--- config.mk ---
export PLATFORM = sky130hd
export DESIGN_NAME = irq_flag_ctrl
export DESIGN_NICKNAME = d
export VERILOG_FILES = /design/src/rtl/irqc_pkg.sv /design/src/rtl/irqc_setclr_bank.sv /design/src/rtl/irqc_pin_ctrl.sv /design/src/rtl/irqc_read_mux.sv /design/src/rtl/irq_flag_ctrl.sv
export SDC_FILE = /design/constraint.sdc
export NUM_CORES = 1
export LEC_CHECK = 0
export ABC_AREA = 1
export BUFFER_PORTS_ARGS = -buffer_cell sky130_fd_sc_hd__buf_2
export CAP_MARGIN = 5
export CORE_MARGIN = 1
export CORE_UTILIZATION = 40
export DETAILED_ROUTE_END_ITERATION = 10
export GPL_ROUTABILITY_DRIVEN = 1
export MAX_ROUTING_LAYER = met4
export PLACE_DENSITY = 0.78
export SLEW_MARGIN = 15
export SYNTH_ARGS = -nofsm -noshare
export SYNTH_HDL_FRONTEND = slang
export SYNTH_HIERARCHICAL = 1
export SYNTH_SLANG_ARGS = --single-unit
--- constraint.sdc ---
create_clock -name clk -period 1.5 [get_ports clk]
set_clock_uncertainty 0.1 [all_clocks]
set_input_delay 0.3 -clock clk [delete_from_list [all_inputs] [get_ports clk]]
set_output_delay 0.3 -clock clk [all_outputs]
set_load 0.005 [all_outputs]
--- src/rtl/irqc_pkg.sv ---
package irqc_pkg;

   typedef struct packed {
      logic invert;
      logic push_pull;
   } pin_cfg_t;

   typedef enum logic {
      WR_CLEAR = 1'b0,
      WR_SET   = 1'b1
   } wr_action_e;

   function automatic logic pin_level(input logic status, input pin_cfg_t cfg);
      return status ^ cfg.invert;
   endfunction

endpackage

--- src/rtl/irqc_setclr_bank.sv ---
module irqc_setclr_bank #(
   parameter int WIDTH     = 6,
   parameter bit HAS_EVENT = 1'b1
) (
   input  logic             clk,
   input  logic             rst_n,
   input  logic             wr_hit,
   input  logic             wr_sel,
   input  logic [WIDTH-1:0] wr_mask,
   input  logic [WIDTH-1:0] evt,
   output logic [WIDTH-1:0] bits_q
);
   import irqc_pkg::*;

   wr_action_e action;
   assign action = wr_action_e'(wr_sel);

   generate
      if (WIDTH < 1) begin : g_bad_width
         $error("irqc_setclr_bank: WIDTH must be at least 1");
      end
   endgenerate

   for (genvar i = 0; i < WIDTH; i++) begin : g_bit
      logic evt_i;
      if (HAS_EVENT) begin : g_evt
         assign evt_i = evt[i];
      end else begin : g_noevt
         logic evt_unused;
         assign evt_unused = evt[i];
         assign evt_i = 1'b0;
      end

      always_ff @(posedge clk or negedge rst_n) begin
         if (!rst_n) begin
            bits_q[i] <= 1'b0;
         end else if (evt_i) begin
            bits_q[i] <= 1'b1;
         end else if (wr_hit && wr_mask[i]) begin
            bits_q[i] <= (action == WR_SET);
         end
      end
   end

endmodule

--- src/rtl/irqc_pin_ctrl.sv ---
module irqc_pin_ctrl #(
   parameter bit RST_INVERT    = 1'b1,
   parameter bit RST_PUSH_PULL = 1'b0
) (
   input  logic                 clk,
   input  logic                 rst_n,
   input  logic                 wr_hit,
   input  logic                 wr_pp,
   input  logic                 wr_inv,
   input  logic                 status,
   output irqc_pkg::pin_cfg_t   cfg_q,
   output logic                 pin_o,
   output logic                 pin_oe
);
   import irqc_pkg::*;

   logic level;

   always_ff @(posedge clk or negedge rst_n) begin
      if (!rst_n) begin
         cfg_q.invert    <= RST_INVERT;
         cfg_q.push_pull <= RST_PUSH_PULL;
      end else if (wr_hit) begin
         cfg_q.invert    <= wr_inv;
         cfg_q.push_pull <= wr_pp;
      end
   end

   assign level = pin_level(status, cfg_q);

   always_comb begin
      if (cfg_q.push_pull) begin
         pin_o  = level;
         pin_oe = 1'b1;
      end else begin
         pin_o  = 1'b0;
         pin_oe = ~level;
      end
   end

endmodule

--- src/rtl/irqc_read_mux.sv ---
module irqc_read_mux #(
   parameter int                ADDR_W    = 8,
   parameter int                DATA_W    = 8,
   parameter int                NUM_SRC   = 6,
   parameter logic [ADDR_W-1:0] EN_ADDR   = 'h06,
   parameter logic [ADDR_W-1:0] REQ_ADDR  = 'h07,
   parameter logic [ADDR_W-1:0] STAT_ADDR = 'h03,
   parameter logic [ADDR_W-1:0] CFG_ADDR  = 'h0D,
   parameter int                STAT_BIT  = 3,
   parameter int                PP_BIT    = 0,
   parameter int                INV_BIT   = 1
) (
   input  logic [ADDR_W-1:0]  rd_addr,
   input  logic [NUM_SRC-1:0] req_q,
   input  logic [NUM_SRC-1:0] en_q,
   input  logic               status,
   input  irqc_pkg::pin_cfg_t cfg_q,
   output logic [DATA_W-1:0]  rd_data
);
   localparam int PAD_W = DATA_W - NUM_SRC;

   always_comb begin
      rd_data = '0;
      if (rd_addr == REQ_ADDR) begin
         rd_data = {{PAD_W{1'b0}}, req_q};
      end else if (rd_addr == EN_ADDR) begin
         rd_data = {{PAD_W{1'b0}}, en_q};
      end else if (rd_addr == STAT_ADDR) begin
         rd_data[STAT_BIT] = status;
      end else if (rd_addr == CFG_ADDR) begin
         rd_data[PP_BIT]  = cfg_q.push_pull;
         rd_data[INV_BIT] = cfg_q.invert;
      end
   end

endmodule

--- src/rtl/irq_flag_ctrl.sv ---
module irq_flag_ctrl #(
   parameter int                ADDR_W    = 8,
   parameter int                DATA_W    = 8,
   parameter int                NUM_SRC   = 6,
   parameter int                SEL_BIT   = 7,
   parameter logic [ADDR_W-1:0] EN_ADDR   = 'h06,
   parameter logic [ADDR_W-1:0] REQ_ADDR  = 'h07,
   parameter logic [ADDR_W-1:0] STAT_ADDR = 'h03,
   parameter logic [ADDR_W-1:0] CFG_ADDR  = 'h0D,
   parameter int                STAT_BIT  = 3,
   parameter int                PP_BIT    = 0,
   parameter int                INV_BIT   = 1
) (
   input  logic               clk,
   input  logic               rst_n,
   input  logic               wr_en,
   input  logic [ADDR_W-1:0]  wr_addr,
   input  logic [DATA_W-1:0]  wr_data,
   input  logic [ADDR_W-1:0]  rd_addr,
   output logic [DATA_W-1:0]  rd_data,
   input  logic [NUM_SRC-1:0] evt_pulse,
   output logic               irq_o,
   output logic               irq_oe
);
   import irqc_pkg::*;

   generate
      if (NUM_SRC > SEL_BIT) begin : g_chk_src
         $error("irq_flag_ctrl: flag bits overlap the set/clear selector");
      end
      if (SEL_BIT >= DATA_W) begin : g_chk_sel
         $error("irq_flag_ctrl: selector bit outside data word");
      end
      if (STAT_BIT >= DATA_W) begin : g_chk_stat
         $error("irq_flag_ctrl: status bit outside data word");
      end
      if (PP_BIT == INV_BIT || PP_BIT >= DATA_W || INV_BIT >= DATA_W) begin : g_chk_cfg
         $error("irq_flag_ctrl: bad pin configuration bit positions");
      end
      if (EN_ADDR == REQ_ADDR || EN_ADDR == STAT_ADDR || EN_ADDR == CFG_ADDR ||
          REQ_ADDR == STAT_ADDR || REQ_ADDR == CFG_ADDR || STAT_ADDR == CFG_ADDR) begin : g_chk_map
         $error("irq_flag_ctrl: register addresses must be distinct");
      end
   endgenerate

   logic [NUM_SRC-1:0] req_q;
   logic [NUM_SRC-1:0] en_q;
   logic               irq_status;
   pin_cfg_t           pin_cfg;
   logic               cfg_pp;
   logic               cfg_inv;
   logic               hit_req, hit_en, hit_cfg;
   logic               wr_data_unused;

   assign hit_req = wr_en && (wr_addr == REQ_ADDR);
   assign hit_en  = wr_en && (wr_addr == EN_ADDR);
   assign hit_cfg = wr_en && (wr_addr == CFG_ADDR);
   assign wr_data_unused = ^wr_data;

   irqc_setclr_bank #(
      .WIDTH     (NUM_SRC),
      .HAS_EVENT (1'b1)
   ) u_req_bank (
      .clk     (clk),
      .rst_n   (rst_n),
      .wr_hit  (hit_req),
      .wr_sel  (wr_data[SEL_BIT]),
      .wr_mask (wr_data[NUM_SRC-1:0]),
      .evt     (evt_pulse),
      .bits_q  (req_q)
   );

   irqc_setclr_bank #(
      .WIDTH     (NUM_SRC),
      .HAS_EVENT (1'b0)
   ) u_en_bank (
      .clk     (clk),
      .rst_n   (rst_n),
      .wr_hit  (hit_en),
      .wr_sel  (wr_data[SEL_BIT]),
      .wr_mask (wr_data[NUM_SRC-1:0]),
      .evt     ('0),
      .bits_q  (en_q)
   );

   assign irq_status = |(req_q & en_q);

   irqc_pin_ctrl #(
      .RST_INVERT    (1'b1),
      .RST_PUSH_PULL (1'b0)
   ) u_pin (
      .clk    (clk),
      .rst_n  (rst_n),
      .wr_hit (hit_cfg),
      .wr_pp  (wr_data[PP_BIT]),
      .wr_inv (wr_data[INV_BIT]),
      .status (irq_status),
      .cfg_q  (pin_cfg),
      .pin_o  (irq_o),
      .pin_oe (irq_oe)
   );

   assign cfg_pp  = pin_cfg.push_pull;
   assign cfg_inv = pin_cfg.invert;

   irqc_read_mux #(
      .ADDR_W    (ADDR_W),
      .DATA_W    (DATA_W),
      .NUM_SRC   (NUM_SRC),
      .EN_ADDR   (EN_ADDR),
      .REQ_ADDR  (REQ_ADDR),
      .STAT_ADDR (STAT_ADDR),
      .CFG_ADDR  (CFG_ADDR),
      .STAT_BIT  (STAT_BIT),
      .PP_BIT    (PP_BIT),
      .INV_BIT   (INV_BIT)
   ) u_rd (
      .rd_addr (rd_addr),
      .req_q   (req_q),
      .en_q    (en_q),
      .status  (irq_status),
      .cfg_q   (pin_cfg),
      .rd_data (rd_data)
   );

endmodule

==> flow_results.org, run 1 <==
** Floorplanning
- Die width :: 52.7 um
- Chip Height :: 52.7 um
- The die covers 0.00278 mm2.
- Effective utilization at floorplan :: 41.9%
- In this run the standard cell core region covers 0.00245 mm2.
- Num ports :: 43
- After floorplanning, the core was divided into 18 placement rows.

** Worst setup path
- STA puts the critical path data arrival time at 1.35 ns.
- Nature of the critical path endpoint :: output pin
- In this run the worst path has a maximum fanout of 3.
- The critical path is of the reg2out type.
- STA classifies the critical path startpoint as a flop.
- Data required time of the worst path :: 1.10 ns

** Timing
- Upper clock frequency limit :: 0.572 GHz
- Post-layout min period :: 1.75 ns
- The number of max-slew violations in the final report is 0.
- Setup repair after global routing could not meet its margin everywhere.
- Across all setup checks in the final design, the least slack found is -0.250 ns.
- Setup violations remaining at the end of the flow were counted as 3.
- The count of final hold-check violations came to 0.
- The final critical path takes up 117% of the cycle.

** Outcome
- Run status :: finished, violations left
- Violated checks :: negative setup slack

** Cells and area
- Once layout is complete, the cells apart from fillers number 245.
- Number of inserted filler cells in the final layout :: 251
- At the end of the flow the core is filled with cells to 58.4%.
- Summing all multi-input logic gate instances after layout gives 584 um2.
- Number of nets in the final layout :: 249
- 0 antenna diodes ended up in the layout.
- Post-route design area :: 0.00143 mm2
- Share of cells above drive strength 1 :: 37.7%
- Register area :: 352 um2
- Signed area change from the synthesized netlist to the final layout :: 39.1%

** Logic synthesis
- A synthesized cell averages 6.44 um2.
- Counting every instance in the synthesized netlist gives 160.
- During synthesis, Yosys emitted a total of 6 warnings.
- The synthesized netlist occupies a cell area of 0.00103 mm2.

** Power
- The design draws 823 uW.
- Largest voltage drop on the vdd net :: 0.414 mV
- Power density over the cells :: 574 mW/mm2
- Summed over all cells, the static leakage comes to 0.000782 uW.

** CTS
- CTS root buf :: clkbuf_4
- Counting the buffers created by CTS gives 3.
- The clock drives 14 sinks.
- CTS built an H-tree with a depth of 1.
- Clock tree from TritonCTS :: done
- Clock-pin slew was measured on the worst setup and hold paths at 0.08 ns.
- Clock Latency Late Sink :: 0.27 ns
- Number of buffers on the longest clock path :: 2

** Flow run
- Max-Cap Viols :: 0

** Place
- Summing all placed instances gives a cell area of 0.00129 mm2.
- Global placement routability congestion :: 0.725
- DPL Wire Length :: 1760 um
- Total instance count after detailed placement :: 235
- Port buffering added 39 buffers.
- Setup Slack @ Placement :: -0.00308 ns

** Global routing
- The first global-routing pass estimated 3440 um of wire.
- The number of antenna violations at the first check in global routing came to 0.
- For this run the aggregate overflow at the end of global routing stands at 0.
- Global routing used 17.7% of the available tracks.
- Entering global routing, the biggest net connects 15 pins.
- The number of global-route vias before repair came to 884.

** Route
- DRC violation count after routing :: 0
- Routed len/inst :: 9.26 um
- Total routed wirelength :: 2270 um
- Using the TritonRoute via totals, the vias-per-cell ratio works out to 4.68.
- Remaining antenna violation count :: 0
- The first detailed-routing pass took 6 iterations.
- Initial detailed-routing violation count :: 18
- The final route contains 1147 vias.

** Min path
- Class of the tightest hold or removal check :: in2reg
power by group:
part / switching [uW] / internal (uW) / total [uW]
clock network: 116 / 148 / 263
logic: 93.6 / 71.7 / 165
registers: 6.76 / 388 / 395
total: 216 / 607 / 823
per-stage QoR:
step           hold slack (ns)  setup TNS, ns
6_report                 0.121         -0.697
5_1_grt                  0.103         -0.977
4_1_cts                  0.115         -0.665
3_5_place_dp             0.107       -0.00308
3_3_place_gp             0.105              0
2_1_floorplan          -0.0956              0
final timing paths:
kind | cells past startpoint | end | from | slack (ns)
min reg2reg | 2 | u_pin/cfg_q[1] | u_pin/cfg_q[1] | 0.41
min | 3 | u_req_bank/bits_q[2] | evt_pulse[2] | 0.12
max in group asynchronous | 2 | u_pin/cfg_q[1] | rst_n | 0.67
max reg2reg | 4 | u_req_bank/bits_q[2] | u_req_bank/bits_q[2] | 0.55
min in group asynchronous | 2 | u_en_bank/bits_q[5] | rst_n | 0.35
max | 9 | rd_data[3] | u_en_bank/bits_q[1] | -0.25
state kept, by name (all words and copies together), names as in the netlist:
signal             cells
u_req_bank/bits_q      6
u_pin/cfg_q            2
u_en_bank/bits_q       6
per-layer routing:
metal  vias to the layer above  wire length (um)  part of all wire (%)  global-route usage (%)
met3                         4               132                   5.8                    2.03
met4                         0                40                   1.8                    9.21
li1                        608                 -                     -                       -
met5                         -                 0                     0                       -
met1                       496              1020                    45                    21.6
met2                        39              1080                    47                    28.5
layout by cell type (no fill, tap or decap), types with 3 or more instances in the layout:
master	n
nand2_1	57
buf_2	39
nand3_1	32
inv_1	17
dfrtp_1	13
nor2_1	9
buf_4	8
buf_6	7
nand3_2	7
inv_2	4
nor2_2	4
nand2_2	4
clkbuf_4	3
nor2_4	3
layout make-up:
| type | instances | share of cell area (%) |
|---|---|---|
| sequential | 14 | 24.5 |
| clock buffer | 4 | 2.53 |
| multi-input combinational | 121 | 40.8 |
| tap | 30 | 2.62 |
| inverter | 21 | 5.50 |
| timing repair buffer | 55 | 24.0 |
critical path, cell delays in order, from the launching register on:
cell	delay [ns]
dfrtp_1	0.40
nand2_1	0.08
nand2_1	0.05
nor2_1	0.09
nand2_1	0.10
inv_1	0.08
nor2_1	0.04
nand2_1	0.05
nand3_1	0.05
buf_2	0.12
what timing repair did:
action,CTS,global route
gates resized for setup,1,12
hold buffers,1,0
endpoints found under the hold margin,13,0
setup endpoints to repair,4,8
pin swaps,4,11
buffers inserted,3,3
(Power assumes the default switching activity.)
==> run 2: changes to the inputs <==
- HOLD_SLACK_MARGIN: unset -> 0.12
- SETUP_SLACK_MARGIN: unset -> 0.3
==> run 2 against run 1 <==
  * Register-to-register slack about the same
  * The run still ends with negative setup slack left
  * Sequential power about the same
  * Largest power group unchanged
  * Hold slack better by 0.012 ns
  * Maximum frequency shrank 0.20%
  * Non-clock buffer count rose by 3
  * First-iteration DRC count increased by 33%
  * Clock-buffer cell count unchanged
  * Critical path depth did not move
  * Cell area increased by 6.0%
  * Clock power fell by 19%
==> flow_results.org, run 2 (synthesis results as in run 1) <==
** Worst setup path
- By startpoint and endpoint, the worst setup path is classified as reg2out.
- Worst-path fanout max :: 3
- Data arrives at the worst endpoint at 1.35 ns.
- STA classifies the critical path startpoint as a flop.
- Data required time of the worst path :: 1.10 ns
- The setup check on the worst reg-to-reg path leaves a slack of 0.54 ns.
- The worst setup path is captured at an output pin.

** Timing
- The count of final hold-check violations is 0.
- Final setup violation count :: 6
- Setup repair after global routing could not meet its margin everywhere.
- After layout, the worst setup slack is -0.253 ns.
- Post-layout min period :: 1.75 ns
- Upper clock frequency limit :: 0.570 GHz
- Sum of negative setup slack :: -0.779 ns
- Final period utilization :: 117%
- Final hold analysis gives a worst-case slack of 0.133 ns.
- The number of max-slew violations in the final report is 0.

** Floorplanning
- Measured along the x axis, the die boundary spans 52.7 um.
- The total area inside the core boundary comes to 0.00245 mm2.
- The floorplan step set the die height to 52.7 um.
- 43 I/O pins were placed.
- After floorplanning, the core was divided into 18 placement rows.
- Effective utilization at floorplan :: 41.9%
- Total die area :: 0.00278 mm2

** Route
- For this run, design rule violations remaining after detail routing come to 0.
- Total number of vias :: 1163
- Total routed wirelength :: 2500 um
- Post-DR vias/cell :: 4.69
- Dividing the detail-routed wire length by the instance count gives 10.1 um.
- The count of nets left with antenna violations once routing finished came out at 0.
- Initial detailed-routing violation count :: 24
- The first detailed-routing pass took 5 iterations.

** Cells and area
- Signed area change from the synthesized netlist to the final layout :: 47.5%
- In the layout the commonest cells are nand2_1 (53), buf_2 (37), nand3_1 (27).
- Number of nets in the final layout :: 252
- In the final layout, the registers with the most flip-flops are u_en_bank/bits_q x6, u_req_bank/bits_q x6, u_pin/cfg_q x2.
- At the end of the flow the core is filled with cells to 61.9%.
- Share of cells above drive strength 1 :: 42.7%
- Diode count :: 0
- The finished layout holds 248 standard cells, fillers aside.
- Post-route design area :: 0.00152 mm2
- Leading cell type in the layout, fill and taps excluded :: nand2_1

** Power
- The clock network is responsible for 26.7% of the overall power.
- Switch share :: 27.8%
- In this run the power spent charging and discharging nets is 223 uW.
- Largest voltage drop on the vdd net :: 0.303 mV
- Cell internal power was estimated by the tool at 580 uW.
- Sequential cells account for 49.1% of the total power.
- Per report_power, the combinational group accounts for 24.3% of the total.
- In this run the power density over the cells is 529 mW/mm2.
- For this design the static power due to leakage is 0.000802 uW.

** CTS
- Clock-pin slew was measured on the worst setup and hold paths at 0.07 ns.
- The clock passes through at most 2 buffers.
- Clock tree synthesis inserted a total of 3 buffers.
- Clock net sink count :: 14
- CTS root buf :: clkbuf_4
- Clock latency on the worst-skew pair, taken at its later pin, is 0.27 ns.
- TritonCTS built the clock tree.
- In this run the number of H-tree levels came out at 1.

** Outcome
- The flow ran to the end, but the final reports show violations.
- The checks that failed: negative setup slack.

** Global routing
- Entering global routing, the biggest net connects 15 pins.
- Global routing used 19.4% of the available tracks.
- Vias in the first global route :: 914
- The number of antenna violations at the first check in global routing came to 0.
- After global routing the overflow that remains totals 0.
- The first global-routing pass estimated 3820 um of wire.

** Place
- The congestion estimate from routability-driven global placement came to 0.724.
- After detailed placement, the design holds a cell count of 231.
- After legalization and detailed placement, the total HPWL measured 1630 um.
- The count of buffers added on input and output ports is 39.
- Once placement finished, the instance area stood at 0.00126 mm2.

** Min path
- The path class of the tightest hold or removal check is in2reg.

** Flow run
- The tool flagged a number of max-cap violations equal to 0.
-- run 2: worst paths after layout --
check	start	to	cells past startpoint
max reg2reg	u_en_bank/bits_q[0]	u_en_bank/bits_q[0]	4
min reg2reg	u_en_bank/bits_q[3]	u_en_bank/bits_q[3]	2
min	evt_pulse[1]	u_req_bank/bits_q[1]	3
max in group asynchronous	rst_n	u_pin/cfg_q[1]	2
min in group asynchronous	rst_n	u_req_bank/bits_q[5]	2
max	u_en_bank/bits_q[3]	irq_o	9
-- run 2: routing by layer --
| layer | vias up | global-route usage (%) | wire length [um] |
|---|---|---|---|
| met2 | 43 | 31.9 | 1210 |
| met3 | 2 | 2.61 | 109 |
| li1 | 612 | - | - |
| met1 | 506 | 24.3 | 1160 |
| met4 | 0 | 6.58 | 17 |
| met5 | - | - | 0 |
-- run 2: power groups by stage --
stage	Combinational [uW]	Clock [uW]	Sequential, uW
3_5_place_dp	154	0	402
6_report	195	214	394
5_1_grt	220	243	396
4_1_cts	185	226	394
2_1_floorplan	76.6	0	400
3_3_place_gp	152	0	401
-- run 2: area by class of cell --
class                      instances  area (um2)
multi-input combinational        121         624
fill                             230         936
clock buffer                       4        26.3
sequential                        14         352
timing repair buffer              58         400
inverter                          21        78.8
tap                               30        37.5
-- run 2: through the flow --
step	worst slack (ns)	total power, uW
after global routing	-0.368	859
final	-0.253	803
after detailed placement	-0.0101	556
after global placement	0.0119	554
after CTS	-0.242	805
after floorplan	0.240	477
-- run 2: critical path, cell delays in order (launching register included) --
cell and delay (ns):
dfrtp_1 0.40, nand2_1 0.07, nand2_1 0.05, nor2_2 0.14, nand2_2 0.10, inv_1 0.07, nand2_2 0.06, nand2_2 0.05
nor2_2 0.03, buf_2 0.12
-- run 2: timing repair --
action / in CTS / in global routing
setup buffers: 5 / 2
gates resized for setup: 15 / 11
cloned: 1 / 0
hold buffers: 5 / 0
endpoints found under the hold margin: 18 / 0
pin swaps: 10 / 5
setup endpoints to repair: 8 / 8
